### src/rtl/tsc_pkg.sv
package tsc_pkg;
  localparam int TS_W = 32;
  localparam int ID_W = 16;

  typedef struct packed {
    logic            lost;
    logic [ID_W-1:0] msgid;
    logic [TS_W-1:0] ts;
  } stamp_evt_t;
endpackage

### src/rtl/tsc_slot.sv
// One source (direction x port): a held capture plus one committed event.
module tsc_slot
  import tsc_pkg::*;
(
  input  logic            clk,
  input  logic            rst_n,
  input  logic            sfd,
  input  logic [TS_W-1:0] ts_now,
  input  logic            vd_valid,
  input  logic            vd_keep,
  input  logic [ID_W-1:0] vd_msgid,
  input  logic            grant,
  output logic            req,
  output stamp_evt_t      evt,
  output logic            cap_ovr
);
  logic            cap_vld;
  logic [TS_W-1:0] cap_ts;
  logic            cap_lost;
  logic            com_vld;
  stamp_evt_t      com_q;
  logic            hit;
  logic            promote;

  // A verdict only counts against a capture that is already held.
  assign hit     = vd_valid & cap_vld;
  assign promote = hit & vd_keep;

  always_ff @(posedge clk or negedge rst_n) begin
    if (!rst_n) begin
      cap_vld  <= 1'b0;
      cap_ts   <= '0;
      cap_lost <= 1'b0;
    end else if (sfd) begin
      cap_vld  <= 1'b1;
      cap_ts   <= ts_now;
      cap_lost <= cap_vld & ~hit;
    end else if (hit) begin
      cap_vld  <= 1'b0;
      cap_lost <= 1'b0;
    end
  end

  always_ff @(posedge clk or negedge rst_n) begin
    if (!rst_n) begin
      com_vld <= 1'b0;
      com_q   <= '0;
    end else if (promote) begin
      com_vld     <= 1'b1;
      com_q.ts    <= cap_ts;
      com_q.msgid <= vd_msgid;
      com_q.lost  <= cap_lost | (com_vld & ~grant);
    end else if (grant) begin
      com_vld <= 1'b0;
    end
  end

  assign req     = com_vld;
  assign evt     = com_q;
  assign cap_ovr = cap_lost;
endmodule

### src/rtl/tsc_rr_arb.sv
// Round-robin arbiter: the search starts just past the last granted index.
module tsc_rr_arb #(
  parameter  int N     = 8,
  localparam int IDX_W = (N > 1) ? $clog2(N) : 1
) (
  input  logic             clk,
  input  logic             rst_n,
  input  logic [N-1:0]     req,
  input  logic             advance,
  output logic [N-1:0]     gnt,
  output logic [IDX_W-1:0] gnt_idx,
  output logic             any
);
  logic [IDX_W-1:0] last_q;

  always_comb begin
    logic found;
    found   = 1'b0;
    gnt     = '0;
    gnt_idx = '0;
    for (int i = 1; i <= N; i++) begin
      logic [IDX_W-1:0] cand;
      cand = IDX_W'((int'(last_q) + i) % N);
      if (!found && req[cand]) begin
        found     = 1'b1;
        gnt[cand] = 1'b1;
        gnt_idx   = cand;
      end
    end
  end

  assign any = |req;

  always_ff @(posedge clk or negedge rst_n) begin
    if (!rst_n)              last_q <= IDX_W'(N - 1);
    else if (advance && any) last_q <= gnt_idx;
  end
endmodule

### src/rtl/tsc_out_stage.sv
// Output register of the event stream; refills on the edge it empties.
module tsc_out_stage
  import tsc_pkg::*;
#(
  parameter int SRC_W = 3
) (
  input  logic             clk,
  input  logic             rst_n,
  input  logic             any_req,
  input  stamp_evt_t       evt_in,
  input  logic [SRC_W-1:0] src_in,
  input  logic             ready,
  output logic             load,
  output logic             valid,
  output stamp_evt_t       evt_q,
  output logic [SRC_W-1:0] src_q
);
  logic valid_q;

  assign load  = any_req & (~valid_q | ready);
  assign valid = valid_q;

  always_ff @(posedge clk or negedge rst_n) begin
    if (!rst_n) begin
      valid_q <= 1'b0;
      evt_q   <= '0;
      src_q   <= '0;
    end else if (load) begin
      valid_q <= 1'b1;
      evt_q   <= evt_in;
      src_q   <= src_in;
    end else if (ready) begin
      valid_q <= 1'b0;
    end
  end
endmodule

### src/rtl/ptp_stamp_capture.sv
module ptp_stamp_capture
  import tsc_pkg::*;
#(
  parameter  int NUM_PORTS = 4,
  localparam int PORT_W    = (NUM_PORTS > 1) ? $clog2(NUM_PORTS) : 1,
  localparam int NUM_SRC   = 2 * NUM_PORTS
) (
  input  logic                      clk,
  input  logic                      rst_n,
  input  logic [TS_W-1:0]           ts_count,
  input  logic [NUM_PORTS-1:0]      rx_sfd,
  input  logic [NUM_PORTS-1:0]      tx_sfd,
  input  logic [NUM_PORTS-1:0]      rx_vd_valid,
  input  logic [NUM_PORTS-1:0]      rx_vd_keep,
  input  logic [NUM_PORTS*ID_W-1:0] rx_vd_msgid,
  input  logic [NUM_PORTS-1:0]      tx_vd_valid,
  input  logic [NUM_PORTS-1:0]      tx_vd_keep,
  input  logic [NUM_PORTS*ID_W-1:0] tx_vd_msgid,
  output logic                      evt_valid,
  input  logic                      evt_ready,
  output logic                      evt_dir,
  output logic [PORT_W-1:0]         evt_port,
  output logic [ID_W-1:0]           evt_msgid,
  output logic [TS_W-1:0]           evt_ts,
  output logic                      evt_lost,
  output logic [NUM_SRC-1:0]        ovr_flag
);
  localparam int SRC_W = $clog2(NUM_SRC);

  // Source s = dir*NUM_PORTS + port; receive occupies the low half.
  logic [NUM_SRC-1:0]      sfd_all;
  logic [NUM_SRC-1:0]      vv_all;
  logic [NUM_SRC-1:0]      keep_all;
  logic [NUM_SRC*ID_W-1:0] id_all;
  logic [NUM_SRC-1:0]      req;
  logic [NUM_SRC-1:0]      gnt;
  logic [NUM_SRC-1:0]      slot_gnt;
  logic [SRC_W-1:0]        gnt_idx;
  logic                    any_req;
  logic                    load;
  stamp_evt_t              slot_evt [NUM_SRC];
  stamp_evt_t              out_evt;
  logic [SRC_W-1:0]        out_src;
  logic [SRC_W-1:0]        port_full;

  assign sfd_all  = {tx_sfd, rx_sfd};
  assign vv_all   = {tx_vd_valid, rx_vd_valid};
  assign keep_all = {tx_vd_keep, rx_vd_keep};
  assign id_all   = {tx_vd_msgid, rx_vd_msgid};
  assign slot_gnt = gnt & {NUM_SRC{load}};

  for (genvar s = 0; s < NUM_SRC; s++) begin : g_slot
    tsc_slot u_slot (
      .clk      (clk),
      .rst_n    (rst_n),
      .sfd      (sfd_all[s]),
      .ts_now   (ts_count),
      .vd_valid (vv_all[s]),
      .vd_keep  (keep_all[s]),
      .vd_msgid (id_all[s*ID_W +: ID_W]),
      .grant    (slot_gnt[s]),
      .req      (req[s]),
      .evt      (slot_evt[s]),
      .cap_ovr  (ovr_flag[s])
    );
  end

  tsc_rr_arb #(.N(NUM_SRC)) u_arb (
    .clk     (clk),
    .rst_n   (rst_n),
    .req     (req),
    .advance (load),
    .gnt     (gnt),
    .gnt_idx (gnt_idx),
    .any     (any_req)
  );

  tsc_out_stage #(.SRC_W(SRC_W)) u_out (
    .clk     (clk),
    .rst_n   (rst_n),
    .any_req (any_req),
    .evt_in  (slot_evt[gnt_idx]),
    .src_in  (gnt_idx),
    .ready   (evt_ready),
    .load    (load),
    .valid   (evt_valid),
    .evt_q   (out_evt),
    .src_q   (out_src)
  );

  always_comb begin
    if (out_src >= SRC_W'(NUM_PORTS)) begin
      evt_dir   = 1'b1;
      port_full = out_src - SRC_W'(NUM_PORTS);
    end else begin
      evt_dir   = 1'b0;
      port_full = out_src;
    end
  end

  assign evt_port  = port_full[PORT_W-1:0];
  assign evt_msgid = out_evt.msgid;
  assign evt_ts    = out_evt.ts;
  assign evt_lost  = out_evt.lost;
endmodule

### config.mk
export PLATFORM = sky130hd
export DESIGN_NAME = ptp_stamp_capture
export DESIGN_NICKNAME = d
export VERILOG_FILES = /design/src/rtl/tsc_pkg.sv /design/src/rtl/tsc_slot.sv /design/src/rtl/tsc_rr_arb.sv /design/src/rtl/tsc_out_stage.sv /design/src/rtl/ptp_stamp_capture.sv
export SDC_FILE = /design/constraint.sdc
export NUM_CORES = 1
export LEC_CHECK = 0
export BUFFER_PORTS_ARGS = -buffer_cell sky130_fd_sc_hd__buf_2
export CAP_MARGIN = 15
export CORE_UTILIZATION = 60
export DETAILED_ROUTE_END_ITERATION = 8
export GPL_TIMING_DRIVEN = 0
export PLACE_DENSITY = 0.8
export SKIP_LAST_GASP = 1
export SYNTH_ARGS = -nofsm -noshare
export SYNTH_HDL_FRONTEND = slang
export SYNTH_SLANG_ARGS = --single-unit
### constraint.sdc
create_clock -name clk -period 6 [get_ports clk]
set_input_delay 0.3 -clock clk [delete_from_list [all_inputs] [get_ports clk]]
set_output_delay 0.3 -clock clk [all_outputs]
set_load 0.02 [all_outputs]
**Word-level counts from Yosys, hierarchy flattened**

Index checks and enable logic that the tools add are counted.

- Logic and storage cells: 300
- Register bits after elaboration: 728

- Reductions and logical operators: 41
- Order comparisons: 18
- Mux-type cells: 102
- $add $sub $neg: 9
- Bitwise operators: 68

Operators with widths:

| kind | count |
|---|---|
| $bmux 49 s3 | 1 |
| $mux 49 | 2 |
| $mux 1 | 66 |
| $mux 8 | 8 |
| $or 8x8->8 | 7 |
| $reduce_bool 2->1 | 17 |
| $and 1x1->1 | 33 |
| $lt 3x4->1 const B | 8 |
| $bmux 1 s3 | 8 |
| $demux 1 s3 | 8 |
| $ge 3x1->1 const B | 8 |
| $mux 3 | 8 |
| $not 1->1 | 17 |
| $logic_and 1x1->1 | 16 |
| $add 3x3->3 const B | 4 |
| $or 1x1->1 | 9 |
| $and 8x8->8 | 1 |
| $reduce_or 8->1 | 1 |
| $logic_not 1->1 | 7 |
| $add 3x1->3 const B | 2 |
| $add 3x2->3 const B | 2 |
| $ge 4x4->1 const B | 1 |
| $not 3->4 | 1 |
| $ge 3x3->1 const B | 1 |
| 2 further kinds | 2 |

**Logic depth before layout (Yosys ltp)**

- Depth after elaboration: 29
- Gate-level depth with buffers: 16

**Modules after synthesis**

A second synthesis with hierarchy kept.

- Cells, all modules: 1944
- Area, all modules: 32281.0 um2

By module, submodules not included:

| module | area each (um2) | sequential area each (um2) | instances | cells an instance |
|---|---|---|---|---|
| tsc_slot | 3206.8 | 2102.0 | 8 | 184 |
| ptp_stamp_capture | 2985.4 | 0.0 | 1 | 183 |
| tsc_out_stage | 2187.1 | 1326.3 | 1 | 114 |
| tsc_rr_arb | 1453.9 | 78.8 | 1 | 175 |

**Worst setup path after synthesis**

OpenSTA, ideal clock, no wires.

- Kind: reg-to-reg
- Start point: register u_arb.last_q[0]
- End point: register u_out.evt_q[30] (netlist bit)
- Path buffers: 5
- Arrival time: 4.056 ns
- Required time: 5.880 ns
- Cell stages (with the launch flop): 16
- Clock period less this slack: 4.176 ns
- Library setup time: 0.120 ns
- Slack: 1.824 ns
- Path through: dfstp_2 > buf_6 > buf_6 > clkinv_1 > ha_1 > clkbuf_1 > mux4_2 > o32ai_2 > nand3_2 > nor3b_1 > or3_4 > nor3_4 > buf_4 > buf_6 > a31oi_1 > and3_1

- Longest elaborated chain between the ends: 29

Ends and longest elaborated chain:

| item | line | text |
|---|---|---|
| start: declaration | tsc_rr_arb.sv:14 | `logic [IDX_W-1:0] last_q;` |
| start signal: assignment | tsc_rr_arb.sv:35 | `if (!rst_n) last_q <= IDX_W'(N - 1);` |
| start signal: assignment | tsc_rr_arb.sv:36 | `else if (advance && any) last_q <= gnt_idx;` |
| $add 3x1->3 | tsc_rr_arb.sv:23 | `cand = IDX_W'((int'(last_q) + i) % N);` |
| $bmux 1 s3 | tsc_rr_arb.sv:24 | `if (!found && req[cand]) begin` |
| $mux 1 (implied by the code) | tsc_rr_arb.sv:24 |  |
| $mux 1 | tsc_rr_arb.sv:24 |  |
| $logic_not 1->1 | tsc_rr_arb.sv:24 |  |
| $logic_and 1x1->1 | tsc_rr_arb.sv:24 |  |
| $mux 1 | tsc_rr_arb.sv:24 |  |
| $logic_not 1->1 | tsc_rr_arb.sv:24 |  |
| [... 12 more ...] | n/a |  |
| $logic_and 1x1->1 | tsc_rr_arb.sv:24 |  |
| $mux 1 | tsc_rr_arb.sv:24 |  |
| $logic_not 1->1 | tsc_rr_arb.sv:24 |  |
| $logic_and 1x1->1 | tsc_rr_arb.sv:24 |  |
| $mux 3 * | tsc_rr_arb.sv:24 |  |
| $not 3->4 (implied by the code) * | ptp_stamp_capture.sv:82 | `.evt_in (slot_evt[gnt_idx]),` |
| $bmux 49 s3 * | ptp_stamp_capture.sv:82 |  |
| $mux 49 (implied by the code) * (2 in series) | ptp_stamp_capture.sv:82 |  |
| end signal: assignment | tsc_out_stage.sv:30 | `evt_q <= evt_in;` |
| end: declaration | tsc_out_stage.sv:15 | `output stamp_evt_t evt_q,` |

Every way passes the cells marked *; elsewhere a longest branch is shown, timed or not. The select of a mux whose other input is x is not followed.
A chain may end at the register's enable or synchronous reset.

**Final worst setup path**

Ends and elaborated chain as after synthesis.

==> qor.log <==
[placement] total half-perimeter wirelength after legalization and detailed placement 58.49 mm
[worst_hold_path] Min-Delay Path Class input pin to flip-flop
[global_routing] via count of the first global-routing pass 23250
[synth] count of warnings emitted by yosys 0
[floorplan] height of the chip 229.7 µm
[floorplan] I/O Pins 248
[clocking] cells resized by post-CTS repair 0
[sta] post-route clock period utilization 0.9637
[clocking] TritonCTS clock tree built
[synth] register area share after synthesis 0.5857
[floorplan] Floorplan Core Area 51300 µm²
[sta] Finish-stage setup viols 0
[sta] final number of max-transition violations 0
[placement] Port Buffer Count 239
[route] count of nets left with antenna violations after detail routing 0
[clocking] Worst-Skew Late Latency 0.61 ns
[run] max-cap check violation count 0
[sta] largest clock skew in the final design 0.03353 ns
[floorplan] die width 229.7 µm
[layout] Fill cells 3257
[placement] post-place instance area 33360 µm²
[sta] highest clock frequency the design can meet 0.1729 GHz
[power_and_ir_drop] IR drop worst, VDD 0.9038 mV
[worst_hold_path] launch point of the worst hold path tx_vd_keep[3]
[power_and_ir_drop] leakage power 16.43 nW
[layout] fraction of layout instances using a drive strength above 1 0.3831
[synth] Synth Instances 2357
[clocking] CTS buffer count 75
[global_routing] antenna violations before repair 9
[layout] Finished Layout Cells 3561
[worst_setup_path] critical path fanouts, max 10
[synth] synthesized netlist net count 2550
[clocking] number of buffers on the longest clock path 3
[sta] Max-Slew Margin vs Limit 0.1801
[sta] final count of hold timing violations 0
[sta] slew at the pin closest to its max-slew limit 1.230 ns
[power_and_ir_drop] Power Dens Cells 606.0 nW/µm²
[floorplan] row cnt 83
[route] DR WL/cell 25.68 µm
[global_routing] wire length of the first global-routing pass 138.1 mm
[run_status] status finished, final reports clean
[placement] last weighted congestion value of the routability-driven placer 0.9179
[synth] synthesized area 31110 µm²
[worst_setup_path] Critical Setup Path Class flip-flop to flip-flop
[synth] synth unique cells 67
[route] first-pass iteration count of the detailed router 6
[global_routing] maximum number of pins on one net before global-route repair 105
[global_routing] overflow left after global routing 0
[route] total wirelength of the detailed-routed design 91.43 mm
[sta] unrepaired setup endpoints after global routing false
[clocking] maximum level of the CTS H-tree 3
[worst_setup_path] origin of the critical flop-to-flop path u_arb.last_q[0]$_DFFE_PN1P_
[synth] number of enable-type register cells in the synthesized netlist 0
[synth] mean area per synthesized cell 13.20 µm²
[route] via/cell ratio 6.177
[floorplan] die footprint 52760 µm²
[synth] Yosys reg bits 728
[worst_setup_path] Crit. End Element flip-flop
[synth] async set or reset register ratio after synthesis 1.000
[synth] Synth Flop Type sky130_fd_sc_hd__dfrtp_1
[route] drt first-iter violations 2004
[route] number of vias in the routed layout 22000
[sta] WHS 0.03237 ns
[worst_setup_path] nature of the critical path startpoint flip-flop
[clocking] Clock Pin Slew Worst Setup and Hold Paths 0.06 ns
[placement] Placed Cells incl. Taps 3283
[worst_setup_path] WP data required 6.47 ns
[worst_setup_path] critical path startpoint u_arb.last_q[0]$_DFFE_PN1P_
[power_and_ir_drop] total power 22.51 mW
[global_routing] all-layer global routing usage 0.3493
[layout] final standard cell area without fillers 37140 µm²
[layout] Final Net Count 3010
[clocking] clock root buffer master sky130_fd_sc_hd__clkbuf_16
[worst_setup_path] CP Data Arrival Time 6.26 ns
[floorplan] initial standard-cell utilization of the core 0.6064
[layout] P&R area growth vs syn 19.38%
[clocking] clock sink total 728
[sta] time the worst path needs with I/O delays and setup 5.782 ns
[route] drc violations 0
registers in the layout, summed over array words and instances, names as in the netlist:
register and count:
g_slot.u_slot.evt 392, g_slot.u_slot.cap_ovr 8, u_out.valid 1, u_out.evt_q 49, g_slot.u_slot.req 8, u_arb.last_q 3
u_out.src_q 3, g_slot.u_slot.cap_ts 256, g_slot.u_slot.cap_vld 8
placed cells by master (no fill, tap or decap), types with 5 or more instances in the layout:
| master | count |
|---|---|
| sky130_fd_sc_hd__o2111a_1 | 9 |
| sky130_fd_sc_hd__clkbuf_1 | 55 |
| sky130_fd_sc_hd__nand2_1 | 321 |
| sky130_fd_sc_hd__clkbuf_8 | 16 |
| sky130_fd_sc_hd__buf_1 | 52 |
| sky130_fd_sc_hd__o211ai_1 | 7 |
| sky130_fd_sc_hd__inv_1 | 18 |
| sky130_fd_sc_hd__buf_4 | 13 |
| sky130_fd_sc_hd__clkinv_2 | 19 |
| sky130_fd_sc_hd__and3_1 | 43 |
| sky130_fd_sc_hd__buf_16 | 7 |
| sky130_fd_sc_hd__clkbuf_16 | 76 |
| sky130_fd_sc_hd__a21o_1 | 10 |
| sky130_fd_sc_hd__a32oi_1 | 49 |
| sky130_fd_sc_hd__diode_2 | 7 |
| sky130_fd_sc_hd__a21oi_1 | 24 |
| sky130_fd_sc_hd__o21ai_0 | 20 |
| sky130_fd_sc_hd__nor2_1 | 58 |
| sky130_fd_sc_hd__buf_2 | 282 |
| sky130_fd_sc_hd__buf_6 | 5 |
| sky130_fd_sc_hd__nand3_1 | 68 |
| sky130_fd_sc_hd__dlygate4sd3_1 | 137 |
| sky130_fd_sc_hd__dfrtp_1 | 725 |
| sky130_fd_sc_hd__mux2_2 | 643 |
| sky130_fd_sc_hd__mux4_2 | 11 |
| sky130_fd_sc_hd__mux2i_1 | 75 |
| sky130_fd_sc_hd__ha_1 | 6 |
| sky130_fd_sc_hd__nor3_1 | 5 |
| sky130_fd_sc_hd__a31oi_1 | 49 |
synthesized netlist by cell type (5+ instances only):
master / instances / area (µm²)
sky130_fd_sc_hd__mux4_2: 11 / 247.7
sky130_fd_sc_hd__ha_1: 6 / 75.07
sky130_fd_sc_hd__o211ai_1: 7 / 52.55
sky130_fd_sc_hd__clkbuf_1: 39 / 146.4
sky130_fd_sc_hd__buf_2: 44 / 220.2
sky130_fd_sc_hd__o21ai_0: 20 / 100.1
sky130_fd_sc_hd__inv_1: 18 / 67.56
sky130_fd_sc_hd__mux2i_1: 75 / 750.7
sky130_fd_sc_hd__nor2_1: 59 / 221.5
sky130_fd_sc_hd__dfrtp_1: 725 / 18140
sky130_fd_sc_hd__a21oi_1: 24 / 120.1
sky130_fd_sc_hd__buf_4: 13 / 97.59
sky130_fd_sc_hd__a31oi_1: 49 / 306.5
sky130_fd_sc_hd__a32oi_1: 49 / 429.2
sky130_fd_sc_hd__mux2_2: 643 / 7241
sky130_fd_sc_hd__nand2_1: 321 / 1205
sky130_fd_sc_hd__a21o_1: 10 / 75.07
sky130_fd_sc_hd__and3_1: 43 / 269.0
sky130_fd_sc_hd__buf_6: 5 / 56.30
sky130_fd_sc_hd__nor3_1: 5 / 25.02
sky130_fd_sc_hd__nand3_1: 68 / 340.3
sky130_fd_sc_hd__o2111a_1: 9 / 101.4
sky130_fd_sc_hd__buf_1: 52 / 195.2
stage by stage:
step	TNS, ns	worst slack (ns)	utilization
floorplan	0	1.824	-
global placement	-6977.78	-9.693	0.6463
detailed placement	0	0.4666	0.6503
CTS	0	0.4389	0.7236
global route	0	0.1379	0.7237
finish	0	0.2179	0.7239
cell type report:
cell class / instances / area [µm²] / area share
diodes: 7 / 17.52 / 0.0004717
plain buffers: 153 / 715.7 / 0.01927
clock buffers: 108 / 2182 / 0.05876
clock inverters: 26 / 205.2 / 0.005525
inverters: 20 / 75.07 / 0.002021
multi-input cells: 1456 / 12100 / 0.3258
flip-flops and latches: 728 / 18220 / 0.4906
well taps: 680 / 850.8 / 0.02291
repair buffers: 383 / 2770 / 0.07459
report_power, final:
part | switching (mW) | leakage [nW] | internal [mW] | total [mW]
clock network | 1.93 | 1.19 | 2.62 | 4.55
registers | 0.666 | 8.52 | 6.00 | 6.67
logic | 7.42 | 6.71 | 3.86 | 11.3
worst max-delay path, stage by stage (launching register included):
cell and delay, ns:
sky130_fd_sc_hd__dfstp_2 0.58, sky130_fd_sc_hd__buf_6 0.18, sky130_fd_sc_hd__buf_6 0.17, sky130_fd_sc_hd__clkinv_1 0.26
sky130_fd_sc_hd__ha_1 0.40, sky130_fd_sc_hd__xor2_2 0.49, sky130_fd_sc_hd__mux4_2 0.39, sky130_fd_sc_hd__and3b_1 0.24
sky130_fd_sc_hd__and3_4 0.19, sky130_fd_sc_hd__a2111oi_2 0.43, sky130_fd_sc_hd__o21ai_1 0.15, sky130_fd_sc_hd__a21oi_1 1.00
sky130_fd_sc_hd__buf_2 0.43, sky130_fd_sc_hd__buf_2 0.34, sky130_fd_sc_hd__nand3_1 0.19, sky130_fd_sc_hd__and3_1 0.19
layer usage:
metal  vias up  routed length, µm  GRT usage
met5         -                 38          0
li1       9313                  -          -
met2      1067              43720     0.5618
met1     11360              36400     0.4555
met3       248               6996    0.07205
met4         6               4277     0.1697
final timing paths:
check	to	slack, ns	depth (start not counted)
max	u_out.evt_q[30]$_DFFE_PN0P_	0.22	15
min	g_slot[7].u_slot.evt[48]$_DFFE_PN0P_	0.03	3
max reg2reg	u_out.evt_q[30]$_DFFE_PN0P_	0.22	15
min reg2reg	u_out.src_q[0]$_DFFE_PN0P_	0.50	2
max in group asynchronous	g_slot[7].u_slot.cap_ts[8]$_DFFE_PN0P_	3.49	6
min in group asynchronous	u_out.valid$_DFFE_PN0P_	0.29	2
logic make-up (layout without fill, tap and decap cells):
group | count (synthesis) | after routing | synth area share
compound gates | 191 | 191 | 0.04501
xor+xnor | 3 | 3 | 0.001086
other cells | 0 | 7 | 0
buf+inv | 173 | 690 | 0.02542
fa+ha+maj | 6 | 6 | 0.002413
flops | 728 | 728 | 0.5857
simple gates | 521 | 521 | 0.07308
mux | 735 | 735 | 0.2673
what timing repair did:
action / in CTS / in global routing
setup endpoints to repair: 0 / 0
hold buffers: 137 / 0
hold endpoints to repair: 222 / 0
setup buffers: 0 / 0
Power figures use the tool's default switching activity.
